==> src/rtl/keyed_wdt.sv <==
module keyed_wdt #(
  parameter int          TICK_DIV = 320,
  parameter int          RST_LEN  = 32,
  parameter logic [14:0] TMO_INIT = 15'd6000
) (
  input  logic        clk,
  input  logic        rst_n,
  input  logic        bus_sel,
  input  logic        bus_wr,
  input  logic [5:0]  bus_addr,
  input  logic [15:0] bus_wdata,
  output logic [15:0] bus_rdata,
  input  logic        dbg_attached,
  output logic        irq,
  output logic        sys_rst
);
  localparam int PRE_W = (TICK_DIV > 2) ? $clog2(TICK_DIV) : 1;
  localparam int RL_W  = $clog2(RST_LEN + 1);
  localparam logic [15:0] K_FEED = 16'hFEED, K_D1 = 16'h2BAD, K_D2 = 16'hCAFE;
  localparam logic [15:0] K_RES  = 16'hACED, K_CLR = 16'hE8B4;
  localparam logic [15:0] C_OFF  = 16'hDABE, C_TO = 16'hCFE8;

  logic [PRE_W-1:0] pre_q;
  logic [14:0]      cnt_q, tmo_q;
  logic [RL_W-1:0]  rcnt_q;
  logic en_q, armed_q, timed_out_q, ovr_q, mask_q, force_q, evt_q;

  wire [3:0] idx   = bus_addr[5:2];
  wire       wr_en = bus_sel & bus_wr;
  logic unused_ok;
  assign unused_ok = ^bus_addr[1:0];

  wire feed_hit = wr_en && idx == 4'd0 && bus_wdata == K_FEED;
  wire d1_hit   = wr_en && idx == 4'd2 && bus_wdata == K_D1;
  wire d2_hit   = wr_en && idx == 4'd3 && bus_wdata == K_D2 && armed_q;
  wire rs_hit   = wr_en && idx == 4'd7 && bus_wdata == K_RES;
  wire clr_hit  = wr_en && idx == 4'd4 && bus_wdata == K_CLR;

  wire run     = en_q & (~dbg_attached | ovr_q);
  wire tick    = run && pre_q == PRE_W'(TICK_DIV - 1);
  wire expire  = tick && cnt_q <= 15'd1;
  wire pre_evt = tick && cnt_q == 15'd2;

  always_ff @(posedge clk or negedge rst_n) begin
    if (!rst_n) begin
      pre_q <= '0;
      cnt_q <= '0;
      tmo_q <= TMO_INIT;
      en_q <= 1'b0;
      armed_q <= 1'b0;
      timed_out_q <= 1'b0;
      ovr_q <= 1'b0;
      mask_q <= 1'b0;
      force_q <= 1'b0;
      evt_q <= 1'b0;
      rcnt_q <= '0;
    end else begin
      if (feed_hit || rs_hit || tick) pre_q <= '0;
      else if (run)                   pre_q <= pre_q + 1'b1;

      if (feed_hit || expire) cnt_q <= tmo_q;
      else if (tick)          cnt_q <= cnt_q - 15'd1;

      if (d2_hit)      en_q <= 1'b0;
      else if (rs_hit) en_q <= 1'b1;

      if (wr_en) armed_q <= d1_hit;

      if (wr_en && idx == 4'd1) tmo_q <= bus_wdata[14:0];

      if (expire)       timed_out_q <= 1'b1;
      else if (clr_hit) timed_out_q <= 1'b0;

      if (wr_en && idx == 4'd6)  ovr_q   <= bus_wdata[0];
      if (wr_en && idx == 4'd9)  mask_q  <= bus_wdata[0];
      if (wr_en && idx == 4'd10) force_q <= bus_wdata[0];

      if (pre_evt) evt_q <= 1'b1;
      else if (wr_en && idx == 4'd8 && bus_wdata[0]) evt_q <= 1'b0;

      if (expire)           rcnt_q <= RL_W'(RST_LEN);
      else if (rcnt_q != 0) rcnt_q <= rcnt_q - 1'b1;
    end
  end

  always_comb begin
    case (idx)
      4'd1:    bus_rdata = {1'b0, tmo_q};
      4'd3:    bus_rdata = en_q ? 16'h0000 : C_OFF;
      4'd4:    bus_rdata = timed_out_q ? C_TO : 16'h0000;
      4'd5:    bus_rdata = {tick, cnt_q};
      4'd6:    bus_rdata = {14'd0, dbg_attached, ovr_q};
      4'd8:    bus_rdata = {15'd0, evt_q};
      4'd9:    bus_rdata = {15'd0, mask_q};
      4'd10:   bus_rdata = {15'd0, force_q};
      default: bus_rdata = 16'h0000;
    endcase
  end

  assign irq     = mask_q & (evt_q | force_q);
  assign sys_rst = rcnt_q != 0;
endmodule

==> config.mk <==
export PLATFORM = sky130hd
export DESIGN_NAME = keyed_wdt
export DESIGN_NICKNAME = d
export VERILOG_FILES = /design/src/rtl/keyed_wdt.sv
export SDC_FILE = /design/constraint.sdc
export NUM_CORES = 1
export LEC_CHECK = 0
export BUFFER_PORTS_ARGS = -buffer_cell sky130_fd_sc_hd__buf_2
export CAP_MARGIN = 20
export CORE_ASPECT_RATIO = 0.6
export CORE_MARGIN = 2
export CORE_UTILIZATION = 46
export CTS_BUF_LIST = sky130_fd_sc_hd__clkbuf_8
export DETAILED_ROUTE_END_ITERATION = 6
export PLACE_DENSITY = 0.67
export SETUP_SLACK_MARGIN = 0.4
export SLEW_MARGIN = 20
export SYNTH_ARGS = -nofsm -noshare
export SYNTH_HDL_FRONTEND = slang
export SYNTH_SLANG_ARGS = --single-unit
export TNS_END_PERCENT = 10
==> constraint.sdc <==
create_clock -name clk -period 3.25 [get_ports clk]
set_input_delay 0.1625 -clock clk [delete_from_list [all_inputs] [get_ports clk]]
set_output_delay 0.1625 -clock clk [all_outputs]
set_load 0.03 [all_outputs]
Word level (Yosys, flattened, before mapping)

Cells that the tools add are included.

Reductions and logical operators: 31
Bitwise operators: 6
Add/subtract/negate cells: 3
Magnitude comparators: 1
Div/mod/pow operators: 0
Shift operators: 0
Muxes and demuxes: 15
Multipliers: 0
Equality and inequality tests: 17

Operator list:

| operator                | count |
|---|---|
| $pmux W16 S8            | 1 |
| $eq A16 B16 Y1 const B  | 4 |
| $mux W16                | 2 |
| $mux W15                | 2 |
| $logic_and A1 B1 Y1     | 20 |
| $mux W9                 | 2 |
| $eq A16 B14 Y1 const B  | 1 |
| $eq A4 B3 Y1 const B    | 4 |
| $eq A15 B2 Y1 const B   | 1 |
| $le A15 B1 Y1 const B   | 1 |
| $sub A15 B1 Y15 const B | 1 |
| $eq A4 B4 Y1 const B    | 3 |
| $mux W6                 | 2 |
| $reduce_bool A2 Y1      | 6 |
| $add A9 B1 Y9 const B   | 1 |
| $eq A9 B9 Y1 const B    | 1 |
| $eq A4 B2 Y1 const B    | 2 |
| $mux W1                 | 6 |
| $reduce_bool A6 Y1      | 1 |
| $sub A6 B1 Y6 const B   | 1 |
| $eq A4 B1 Y1 const B    | 1 |
| $logic_not A4 Y1        | 1 |
| $and A1 B1 Y1           | 3 |
| $logic_or A1 B1 Y1      | 3 |
| other kinds (2)         | 3 |

Word-level logic and storage cells: 84
Memories: 0
RAM bits: 0
Register bits: 52
Latch bits: 0
Output and inout port bits: 18
ROM bits: 0

Logic depth before layout (Yosys ltp)

Gate-level depths: netlist of run 1.

Depth after elaboration: 7
Mapped depth: 9
Mapped depth without buffers: 8

Least setup slack after synthesis of run 1

OpenSTA, ideal clock, no wires.

Path kind: register to register
Start: register cnt_q[7]
End: register cnt_q[11]
Buffers on the path: 2
Library setup time: 0.126 ns
Arrival time: 2.239 ns
Path slack: 0.885 ns
Cell stages (with the launch flop): 9
Period minus slack after synthesis: 2.365 ns
Cell sequence: dfrtp_1 -> or4_4 -> or2_1 -> buf_2 -> or3_1 -> buf_6 -> o21ai_2 -> o22ai_1 -> a221o_1

Cells in the longest elaborated chain, start to end: 4
Elaborated cells on any way between the ends: 7

RTL lines:

| item                                           | line | source |
|---|---|---|
| from (decl)                                    | 24   | `logic [14:0] cnt_q, tmo_q;` |
| from (signal assigned)                         | 61   | `if (feed_hit \|\| expire) cnt_q <= tmo_q;` |
| from (signal assigned)                         | 62   | `else if (tick) cnt_q <= cnt_q - 15'd1;` |
| $le A15 B1 Y1                                  | 41   | `wire expire = tick && cnt_q <= 15'd1;` |
| $logic_and A1 B1 Y1                            | 41   |  |
| $logic_or A1 B1 Y1                             | 61   |  |
| $mux W15 or $reduce_bool A2 Y1 (tied branches) | n/a  |  |

Several ways; a longest one is shown, not always the timed one. The select of a mux whose other input is x is not followed.
A chain may end at the register's enable or synchronous reset.

Final worst setup path of run 1

Ends and elaborated chain as after synthesis.

==> results.txt, run 1 <==
Residual DRC: 0
layout cells sized above 1: 25.0%
YS warnings: 0
pre-CTS setup slack: 0.720 ns
RSZ-0062 raised after global routing: no
EDFF count, synth: 0
Routed WL: 8.59 mm
Clock Skew: 0.00355 ns
crit path capture type: flop
die area: 0.00742 mm^2
chip height: 67.5 um
simple-gate area share of the yosys netlist: 25.8%
CP Data Required Time: 3.45 ns
Distinct cells, synth: 56
Cell Rows: 23
Mapped Cells: 333
asr flop ratio synth: 100%
Slew Limit Fails: 0
most instantiated cells after synthesis: 45 x dfrtp_1, 38 x nand2_1, 36 x nor2_1
final worst path period need: 2.59 ns
Synth area leader: dfrtp_1
top cell type's share of synthesized area: 36.4%
clk sinks: 52
# H-tree levels: 2
largest net degree at the start of global routing: 39
Via density: 6.02
most frequent cell after synthesis: dfrtp_1
core area: 0.00659 mm^2
hold_sp: bus_wdata[5]
worst-margin pin slew: 0.869 ns
GRT met2 Usage: 32.1%
kind of critical path: flop to flop
Initial Util: 46.9%
Worst EP arrival: 2.79 ns
Post-CTS Setup Repair Bufs: 0
slew margin rel.: 42.0%
Main synth FF type: dfrtp_1
Max VDD drop: 208 uV
busiest layer in global routing: met1
syn_area_per_cell: 9.29 um^2
Final Hold Viols: 0
setup TNS: 0 ns
largest family of logic cells by synthesized area: simple AND/OR/NAND/NOR gates
Final GP Congestion: 0.912
min setup slack post-route: 0.661 ns
fin nets: 411
Overflow after GRT: 0
Cells on Worst Hold Path: 2
GRT Util Overall: 24.9%
Root Buffer Master: clkbuf_8
first-pass GRT wire length: 13.7 mm
max cap viols: 0
startpoint types: flop
routed len/inst: 18.4 um
Via Count: 2811
hold endpoint: tmo_q[5]$_DFFE_PN1P_
Synth area leaders: dfrtp_1 36%, mux2_2 6.6%, dfstp_2 5.9%
Compound-Gate Fraction of Synth Area: 16.3%
Synth Cell Area: 0.00309 mm^2
1st-pass router iterations: 5
Final ANT Viol Nets: 0
endpoints failing setup: 0
final worst-path cycle share: 79.7%
clock transition at the registers of the reported paths: 0.10 ns
status: completed
IO Count: 45
crit-path max FO: 10
CTS Hold Buffers Added: 1
R2R cell count: 6
Hold Path Class: input port to flop
post-synthesis xor/xnor area fraction: 3.68%
Synth Area in Adders: 2.02%
I/O Buffers: 42
f_max: 386 MHz
vias in the first global route: 2454
flop2flop setup slack: 0.66 ns
Die Width: 110 um
Seq cells post-synth: 52
met1 GRT Util: 41.0%
met3 usage in global routing: 6.27%
P_leak: 1.56 nW
HPWL after DPL: 6.53 mm
r2r endpoint: cnt_q[11]$_DFFE_PN0P_
worst r2r src: cnt_q[7]$_DFFE_PN0P_
post-synthesis sequential area ratio: 42.4%
Synth-to-Final Area Change: 15.3%
Filler Cells Inserted: 633
initial antenna violation count: 0
Skew-Pair Late Insertion Delay: 0.30 ns
1st-iter DRT viols: 248
Post-CTS Resized: 0
PD cells: 451 mW/mm^2
ANT cells: 0
CTS tree: yes
Post-Syn Nets: 365
maximum buffer depth of the clock tree: 2
CTS Buf Count: 5
post-synthesis mux area share: 6.88%
## worst max-delay path, cell delays in order, from the launching register on
cell and delay (ns):
dfrtp_1 0.47, or4_4 0.58, or2_1 0.30, or3_1 0.56
o21ai_2 0.20, o22ai_1 0.11, a221o_1 0.26
## registers in the layout, indices dropped and copies added (netlist names)
name and count:
armed_q 1, cnt_q 15, en_q 1, evt_q 1, force_q 1, mask_q 1, ovr_q 1, pre_q 9
rcnt_q 6, timed_out_q 1, tmo_q 15
## power breakdown
| group | switching, W | leakage [nW] | internal (W) |
|---|---|---|---|
| combinational | 0.000135 | 0.856 | 0.000125 |
| sequential | 0.000111 | 0.642 | 0.000760 |
| clock | 0.000224 | 0.0614 | 0.000252 |
## layout make-up
cell class	instances	area (um^2)	share of cell area, %
well taps	87	109	3.05
inverters	5	18.8	0.526
clock inverters	2	38.8	1.09
flip-flops and latches	52	1310	36.7
repair buffers	55	310	8.70
clock buffers	6	82.6	2.32
multi-input cells	260	1700	47.6
## layout by cell type (no fill, tap or decap), types with 3 or more instances in the layout
cell type and count:
a21oi_1 12, a221o_1 11, a22oi_1 5, a31oi_1 3
and3_1 4, buf_2 42, buf_4 12, clkbuf_8 6
dfrtp_1 45, dfstp_2 7, ha_1 5, inv_1 5
mux2_2 18, nand2_1 38, nand2b_1 5, nand3_1 11
nand3b_1 3, nand4_1 6, nand4b_1 3, nor2_1 36
nor2b_1 5, nor3_1 14, nor3b_1 3, nor4_1 6
nor4_2 3, nor4bb_1 3, o21ai_0 12, o22a_1 4
o31ai_1 3, or3_1 4, or4_1 4, xnor2_1 6
xor2_1 7
## logic make-up (layout without fill, tap and decap cells)
logic type	count (synthesis)	in the layout
compound gates	69	69
xor+xnor	13	13
fa+ha+maj	5	5
buf+inv	21	68
flops	52	52
mux	19	19
simple gates	154	154
## routing by layer
layer  wire (um)  up-vias  share of wire, %
li1            -     1326                 -
met4          26        0              0.30
met2        3360      127                39
met3         952        2                11
met5           0        -                 0
met1        4250     1356                49
## worst max-delay path by stage
stage / from / endpoint / slack (ns) / depth (start not counted)
floorplan: cnt_q[7]$_DFFE_PN0P_ / cnt_q[11]$_DFFE_PN0P_ / 0.88 / 8
global placement: cnt_q[7]$_DFFE_PN0P_ / cnt_q[11]$_DFFE_PN0P_ / 0.74 / 6
detailed placement: cnt_q[7]$_DFFE_PN0P_ / cnt_q[11]$_DFFE_PN0P_ / 0.72 / 6
CTS: cnt_q[7]$_DFFE_PN0P_ / cnt_q[11]$_DFFE_PN0P_ / 0.70 / 6
global route: cnt_q[7]$_DFFE_PN0P_ / cnt_q[11]$_DFFE_PN0P_ / 0.56 / 6
finish: cnt_q[7]$_DFFE_PN0P_ / cnt_q[11]$_DFFE_PN0P_ / 0.66 / 6
## metrics by stage
step | utilization, % | hold slack, ns | instance area [um^2] | total power, W | cells
2_1_floorplan | - | -0.133 | 3090 | 0.00102 | 333
3_5_place_dp | 52.1 | 0.336 | 3430 | 0.00114 | 458
5_1_grt | 54.1 | 0.111 | 3570 | 0.00169 | 467
3_3_place_gp | 52.1 | 0.339 | 3430 | 0.00113 | 458
4_1_cts | 54.1 | 0.0964 | 3570 | 0.00162 | 467
6_report | 54.1 | 0.103 | 3570 | 0.00161 | 467
Power figures use the tool's default switching activity.
==> inputs of run 2 (changes only) <==
clock period = 2.6 ns   (was 3.25 ns; I/O delays follow)
==> results.txt, run 2 (synthesized netlist as in run 1, its figures left out) <==
status: completed
final worst-path cycle share: 86.6% (+7.0 points)
most common cell after layout, fill and taps aside: dfrtp_1
hold endpoint: tmo_q[8]$_DFFE_PN1P_
Worst EP arrival: 2.45 ns (-0.34 ns)
CP Data Required Time: 2.80 ns (-0.65 ns)
layout cells sized above 1: 30.5% (+5.5 points)
GRT Util Overall: 25.8% (+0.87 points)
final worst path period need: 2.25 ns (-0.337 ns)
IO Count: 45 (unchanged)
Hold Path Class: input port to flop
chip height: 67.5 um (unchanged)
Via density: 6.16 (+2.3%)
routed len/inst: 18.4 um (-0.24%)
PD cells: 517 mW/mm^2 (+15%)
crit-path max FO: 9 (-1)
P_leak: 1.66 nW (+6.8%)
f_max: 444 MHz (+15%)
Clock Skew: 0.0102 ns (+0.00668 ns)
CP max-delay cell: or4_4
startpoint types: flop
Multi-input gate area: 0.00175 mm^2 (+2.9%)
Residual DRC: 0 (unchanged)
core area: 0.00659 mm^2 (unchanged)
ANT cells: 0 (unchanged)
Overflow after GRT: 0 (unchanged)
Die Width: 110 um (unchanged)
CTS Buf Count: 5 (unchanged)
kind of critical path: flop to flop
1st-iter DRT viols: 353 (+42%)
fin nets: 431 (+4.9%)
most frequent cells in the layout: 44 x dfrtp_1, 41 x buf_2, 37 x nand2_1
CP cell instances: or4_4 -> or2_4 -> nor3_1 -> buf_4 -> o21ai_0 -> and3_1 -> a221o_1
worst r2r src: cnt_q[10]$_DFFE_PN0P_
Max stage delay on crit path: 0.56 ns (-0.02 ns)
Skew-Pair Late Insertion Delay: 0.31 ns (about the same)
Initial Util: 46.9% (unchanged)
HPWL after DPL: 6.46 mm (-1.1%)
Final GP Congestion: 0.944 (+3.5%)
vias in the first global route: 2751 (+12%)
Filler Cells Inserted: 575 (-9.2%)
1st-pass router iterations: 5 (unchanged)
r2r endpoint: cnt_q[3]$_DFFE_PN0P_
R2R cell count: 7 (+1)
Root Buffer Master: clkbuf_8
crit path capture type: flop
largest registers: cnt_q (15), tmo_q (15), pre_q (9)
Synth-to-Final Area Change: 20.8%
maximum buffer depth of the clock tree: 2 (unchanged)
worst-margin pin slew: 0.682 ns (-0.187 ns)
I/O Buffers: 42 (unchanged)
Reg area: 0.00131 mm^2 (about the same)
clk sinks: 52 (unchanged)
Via Count: 2998 (+6.7%)
slew margin rel.: 54.5% (+12 points)
first-pass GRT wire length: 14.4 mm (+4.5%)
clock transition at the registers of the reported paths: 0.10 ns (about the same)
largest net degree at the start of global routing: 53 (+36%)
RSZ-0062 raised after global routing: yes
Max VDD drop: 300 uV (+44%)
WP buf/inv: 1 (+1)
Routed WL: 8.94 mm (+4.0%)
# H-tree levels: 2 (unchanged)
endpoints failing setup: 0 (unchanged)
setup TNS: 0 ns (unchanged)
Final Hold Viols: 0 (unchanged)
CTS tree: yes
flop2flop setup slack: 0.35 ns (-0.31 ns)
Slew Limit Fails: 0 (unchanged)
final instance area: 0.00373 mm^2 (+4.7%)
hold_sp: bus_wdata[8]
CP Launch Point: cnt_q[10]$_DFFE_PN0P_
max cap viols: 0 (unchanged)
initial antenna violation count: 0 (unchanged)
Cells on Worst Hold Path: 2 (unchanged)
Final ANT Viol Nets: 0 (unchanged)
delay-heaviest family, CP: simple AND/OR/NAND/NOR gates
Placed Area: 0.00348 mm^2 (+1.3%)
Cell Rows: 23 (unchanged)
die area: 0.00742 mm^2 (unchanged)
==> run 2: cell types whose count changed in the layout (fill, tap and decap cells not counted), sizes merged <==
cell | previous run | this run
clkbuf | 6 | 7
inv | 5 | 6
clkinv | 1 | 0
bufinv | 1 | 0
clkinvlp | 0 | 1
buf | 54 | 72
or3 | 4 | 5
==> run 2: per-stage QoR <==
stage / worst slack, ns / hold slack (ns) / util (%) / power (W) / std cells
2_1_floorplan: 0.316 / -0.166 / - / 0.00128 / 333
3_3_place_gp: 0.171 / 0.296 / 52.8 / 0.00140 / 464
3_5_place_dp: 0.119 / 0.295 / 52.8 / 0.00141 / 464
4_1_cts: 0.338 / 0.0709 / 55.5 / 0.00192 / 481
5_1_grt: 0.293 / 0.0815 / 56.7 / 0.00204 / 487
6_report: 0.347 / 0.0768 / 56.7 / 0.00193 / 487
==> run 2: timing repair <==
| action | CTS | global route |
|---|---|---|
| setup buffers | 7 | 6 |
| endpoints found under the setup margin | 29 | 16 |
| resized for setup | 7 | 8 |
| endpoints found under the hold margin | 45 | 0 |
| cloned | 1 | 0 |
| pin swaps | 1 | 2 |
| hold buffers | 1 | 0 |
==> run 2: worst register-to-register path, cell delays in order, from the launching register on <==
cell	delay (ns)
dfrtp_1	0.39
or4_4	0.56
or2_4	0.28
nor3_1	0.18
buf_4	0.21
o21ai_0	0.10
and3_1	0.18
a221o_1	0.25
==> run 2: final cells by class <==
class | count | area share, %
Clock buffer | 6 | 2.21
Timing Repair Buffer | 74 | 12.2
Tap cell | 87 | 2.91
Clock inverter | 2 | 0.302
Multi-Input combinational cell | 261 | 46.8
Inverter | 5 | 0.503
Sequential cell | 52 | 35.1
==> run 2: power breakdown <==
part / leakage (nW) / internal (W) / switching, W / total [W]
sequential: 0.640 / 0.000949 / 0.000120 / 0.00107
combinational: 0.976 / 0.000181 / 0.000187 / 0.000368
clock: 0.0486 / 0.000213 / 0.000280 / 0.000493
total: 1.66 / 0.00134 / 0.000586 / 0.00193
==> run 2: per-layer routing <==
layer | share of wire, % | up-vias | track usage (%)
li1 | - | 1379 | -
met1 | 48 | 1469 | 39.8
met2 | 43 | 139 | 36.2
met3 | 8.4 | 11 | 5.69
met4 | 1.0 | 0 | 5.85
met5 | 0 | - | 0
==> run 2: how the worst max path moves through the flow <==
| stage | to | slack, ns | cells past startpoint |
|---|---|---|---|
| global placement | cnt_q[11]$_DFFE_PN0P_ | 0.17 | 6 |
| detailed placement | cnt_q[11]$_DFFE_PN0P_ | 0.12 | 6 |
| finish | cnt_q[3]$_DFFE_PN0P_ | 0.35 | 7 |
| global route | bus_rdata[15] | 0.29 | 8 |
| floorplan | cnt_q[11]$_DFFE_PN0P_ | 0.32 | 8 |
| CTS | cnt_q[11]$_DFFE_PN0P_ | 0.34 | 6 |
==> inputs of run 3 (changes only) <==
ABC_AREA = 1   (was not set)
CORE_ASPECT_RATIO = 1.25   (was 0.6)
==> results.txt, run 3 <==
Routed WL: 9.39 mm (+5.0%)
Compound-Gate Fraction of Synth Area: 9.80% (-6.5 points)
fin nets: 576 (+34%)
Clock Skew: 0.0141 ns (+0.00386 ns)
hold endpoint: tmo_q[6]$_DFFE_PN1P_
most instantiated cells after synthesis: 124 x nand2_1, 72 x inv_1, 65 x nor2_1
pre-CTS setup slack: 0.583 ns (+0.464 ns)
Main synth FF type: dfrtp_1
flop2flop setup slack: 0.58 ns (+0.23 ns)
I/O Buffers: 42 (unchanged)
PD cells: 542 mW/mm^2 (+4.9%)
crit path capture type: output pin
R2R cell count: 10 (+3)
1st-pass router iterations: 5 (unchanged)
Finished Layout Cells: 637 (+31%)
min setup slack post-route: 0.573 ns (+0.226 ns)
status: completed
hold_sp: bus_wdata[6]
Overall Power: 0.00211 W (+9.3%)
Final GP Congestion: 0.945 (+0.15%)
post-synthesis mux area share: 0% (-6.9 points)
final worst-path cycle share: 78.0% (-8.7 points)
routed len/inst: 14.7 um (-20%)
kind of critical path: flop to output pin
worst-margin pin slew: 0.612 ns (-0.0702 ns)
post-synthesis sequential area ratio: 37.2% (-5.2 points)
final worst path period need: 2.03 ns (-0.226 ns)
core area: 0.00740 mm^2 (+12%)
Inst Count DP: 627 (+35%)
CTS Buf Count: 5 (unchanged)
most common cell after layout, fill and taps aside: nand2_1
CTS tree: yes
Via Count: 3419 (+14%)
clock transition at the registers of the reported paths: 0.11 ns (about the same)
setup TNS: 0 ns (unchanged)
clk sinks: 52 (unchanged)
Post-Syn Nets: 533 (+46%)
ANT cells: 0 (unchanged)
# H-tree levels: 2 (unchanged)
HPWL after DPL: 7.07 mm (+9.4%)
maximum buffer depth of the clock tree: 2 (unchanged)
1st-iter DRT viols: 237 (-33%)
Skew-Pair Late Insertion Delay: 0.32 ns (about the same)
Distinct cells, synth: 36 (-36%)
layout cells sized above 1: 16.1% (-14 points)
simple-gate area share of the yosys netlist: 38.0% (+12 points)
startpoint types: flop
Residual DRC: 0 (unchanged)
largest net degree at the start of global routing: 39 (-26%)
syn_area_per_cell: 7.03 um^2 (-24%)
WHS: 0.0596 ns (-0.0172 ns)
top cell type's share of synthesized area: 32.0% (-4.4 points)
Mapped Cells: 501 (+50%)
RSZ-0062 raised after global routing: no
IO Count: 45 (unchanged)
Slew Limit Fails: 0 (unchanged)
Synth Area in Adders: 1.78% (-0.25 points)
Synth Cell Area: 0.00352 mm^2 (+14%)
P_leak: 2.01 nW (+21%)
asr flop ratio synth: 100% (unchanged)
vias in the first global route: 3272 (+19%)
Die Width: 82.3 um (-25%)
Final ANT Viol Nets: 0 (unchanged)
Seq cells post-synth: 52 (unchanged)
Synth-to-Final Area Change: 10.4%
Synth area leader: dfrtp_1
f_max: 493 MHz (+11%)
chip height: 102 um (+51%)
Final Hold Viols: 0 (unchanged)
post-synthesis xor/xnor area fraction: 2.98% (-0.70 points)
initial antenna violation count: 0 (unchanged)
Max VDD drop: 308 uV (+2.7%)
GRT Util Overall: 24.0% (-1.7 points)
YS warnings: 0 (unchanged)
crit-path max FO: 3 (-6)
EDFF count, synth: 0 (unchanged)
r2r endpoint: pre_q[7]$_DFFE_PN0P_
Via density: 5.37 (-13%)
endpoints failing setup: 0 (unchanged)
slew margin rel.: 59.1% (+4.6 points)
most frequent cell after synthesis: nand2_1
Synth area leaders: dfrtp_1 32%, nand2_1 13%, inv_1 7.7%
largest family of logic cells by synthesized area: simple AND/OR/NAND/NOR gates
die area: 0.00838 mm^2 (+13%)
worst r2r src: pre_q[0]$_DFFE_PN0P_
most frequent cells in the layout: 124 x nand2_1, 72 x inv_1, 65 x nor2_1
Cell Rows: 35 (+52%)
Overflow after GRT: 0 (unchanged)
Hold Path Class: input port to flop
first-pass GRT wire length: 15.5 mm (+8.1%)
Initial Util: 47.6% (+0.67 points)
Filler Cells Inserted: 746 (+30%)
Root Buffer Master: clkbuf_8
Cells on Worst Hold Path: 3 (+1)
Worst EP arrival: 1.90 ns (-0.55 ns)
max cap viols: 0 (unchanged)
largest registers: cnt_q (15), tmo_q (15), pre_q (9)
CP Data Required Time: 2.47 ns (-0.33 ns)
run 3: cell types whose count changed after synthesis, sizes merged, moves of 6 or more:
cell,delta
clkbuf,-7
nor2,+37
nand2,+99
o221ai,+11
inv,+69
nor4,-6
mux2,-18
o21ai,+6
a221o,-11
nand3,+41
run 3: area by class of cell:
type,instances,area (um^2),share of cell area (%)
tap,92,115,2.96
clock inverter,3,22.5,0.579
multi-input combinational,365,1850,47.6
timing repair buffer,46,245,6.30
sequential,52,1310,33.7
clock buffer,5,68.8,1.77
inverter,74,278,7.14
run 3: how the worst max path moves through the flow:
stage,from,end,cells after the start
2_1_floorplan,pre_q[0]$_DFFE_PN0P_,bus_rdata[15],7
3_3_place_gp,pre_q[0]$_DFFE_PN0P_,pre_q[7]$_DFFE_PN0P_,10
3_5_place_dp,pre_q[0]$_DFFE_PN0P_,pre_q[7]$_DFFE_PN0P_,10
4_1_cts,pre_q[0]$_DFFE_PN0P_,bus_rdata[15],8
5_1_grt,pre_q[1]$_DFFE_PN0P_,bus_rdata[15],8
6_report,pre_q[0]$_DFFE_PN0P_,bus_rdata[15],8
run 3: through the flow:
step | area [um^2] | utilization (%)
final | 3890 | 52.6
after CTS | 3880 | 52.4
after global routing | 3890 | 52.6
after floorplan | 3520 | -
after global placement | 3780 | 51.1
after detailed placement | 3780 | 51.1
run 3: power by group:
group | leakage (nW) | internal [W] | switching [W] | total (W)
registers | 0.635 | 0.000969 | 0.000108 | 0.00108
clock network | 0.0485 | 0.000194 | 0.000306 | 0.000501
logic | 1.33 | 0.000211 | 0.000322 | 0.000533
run 3: critical path, stage by stage, from the launching register on:
cell and delay [ns]:
dfrtp_1 0.39, ha_1 0.18, nand3_1 0.13, nor2_1 0.11, nand2_1 0.11, nor2_4 0.19, inv_1 0.10, o21ai_1 0.18
buf_4 0.20
run 3: logic make-up (layout without fill, tap and decap cells):
family,after synthesis,after routing
compound gates,54,54
xor+xnor,12,12
fa+ha+maj,5,5
buf+inv,84,128
flops,52,52
simple gates,294,294
run 3: timing repair:
| action | in CTS | in global routing |
|---|---|---|
| hold buffers | 1 | 0 |
| setup buffers | 0 | 1 |
| hold endpoints to repair | 14 | 0 |
| endpoints found under the setup margin | 0 | 1 |
| gates resized for setup | 0 | 2 |
run 3: layer usage:
layer | vias to the layer above | global-route usage [%] | share of wire, %
met2 | 104 | 40.8 | 49
met5 | - | 0 | 0
met1 | 1591 | 30.0 | 43
met4 | 0 | 10.6 | 3.2
li1 | 1701 | - | -
met3 | 23 | 3.45 | 4.8
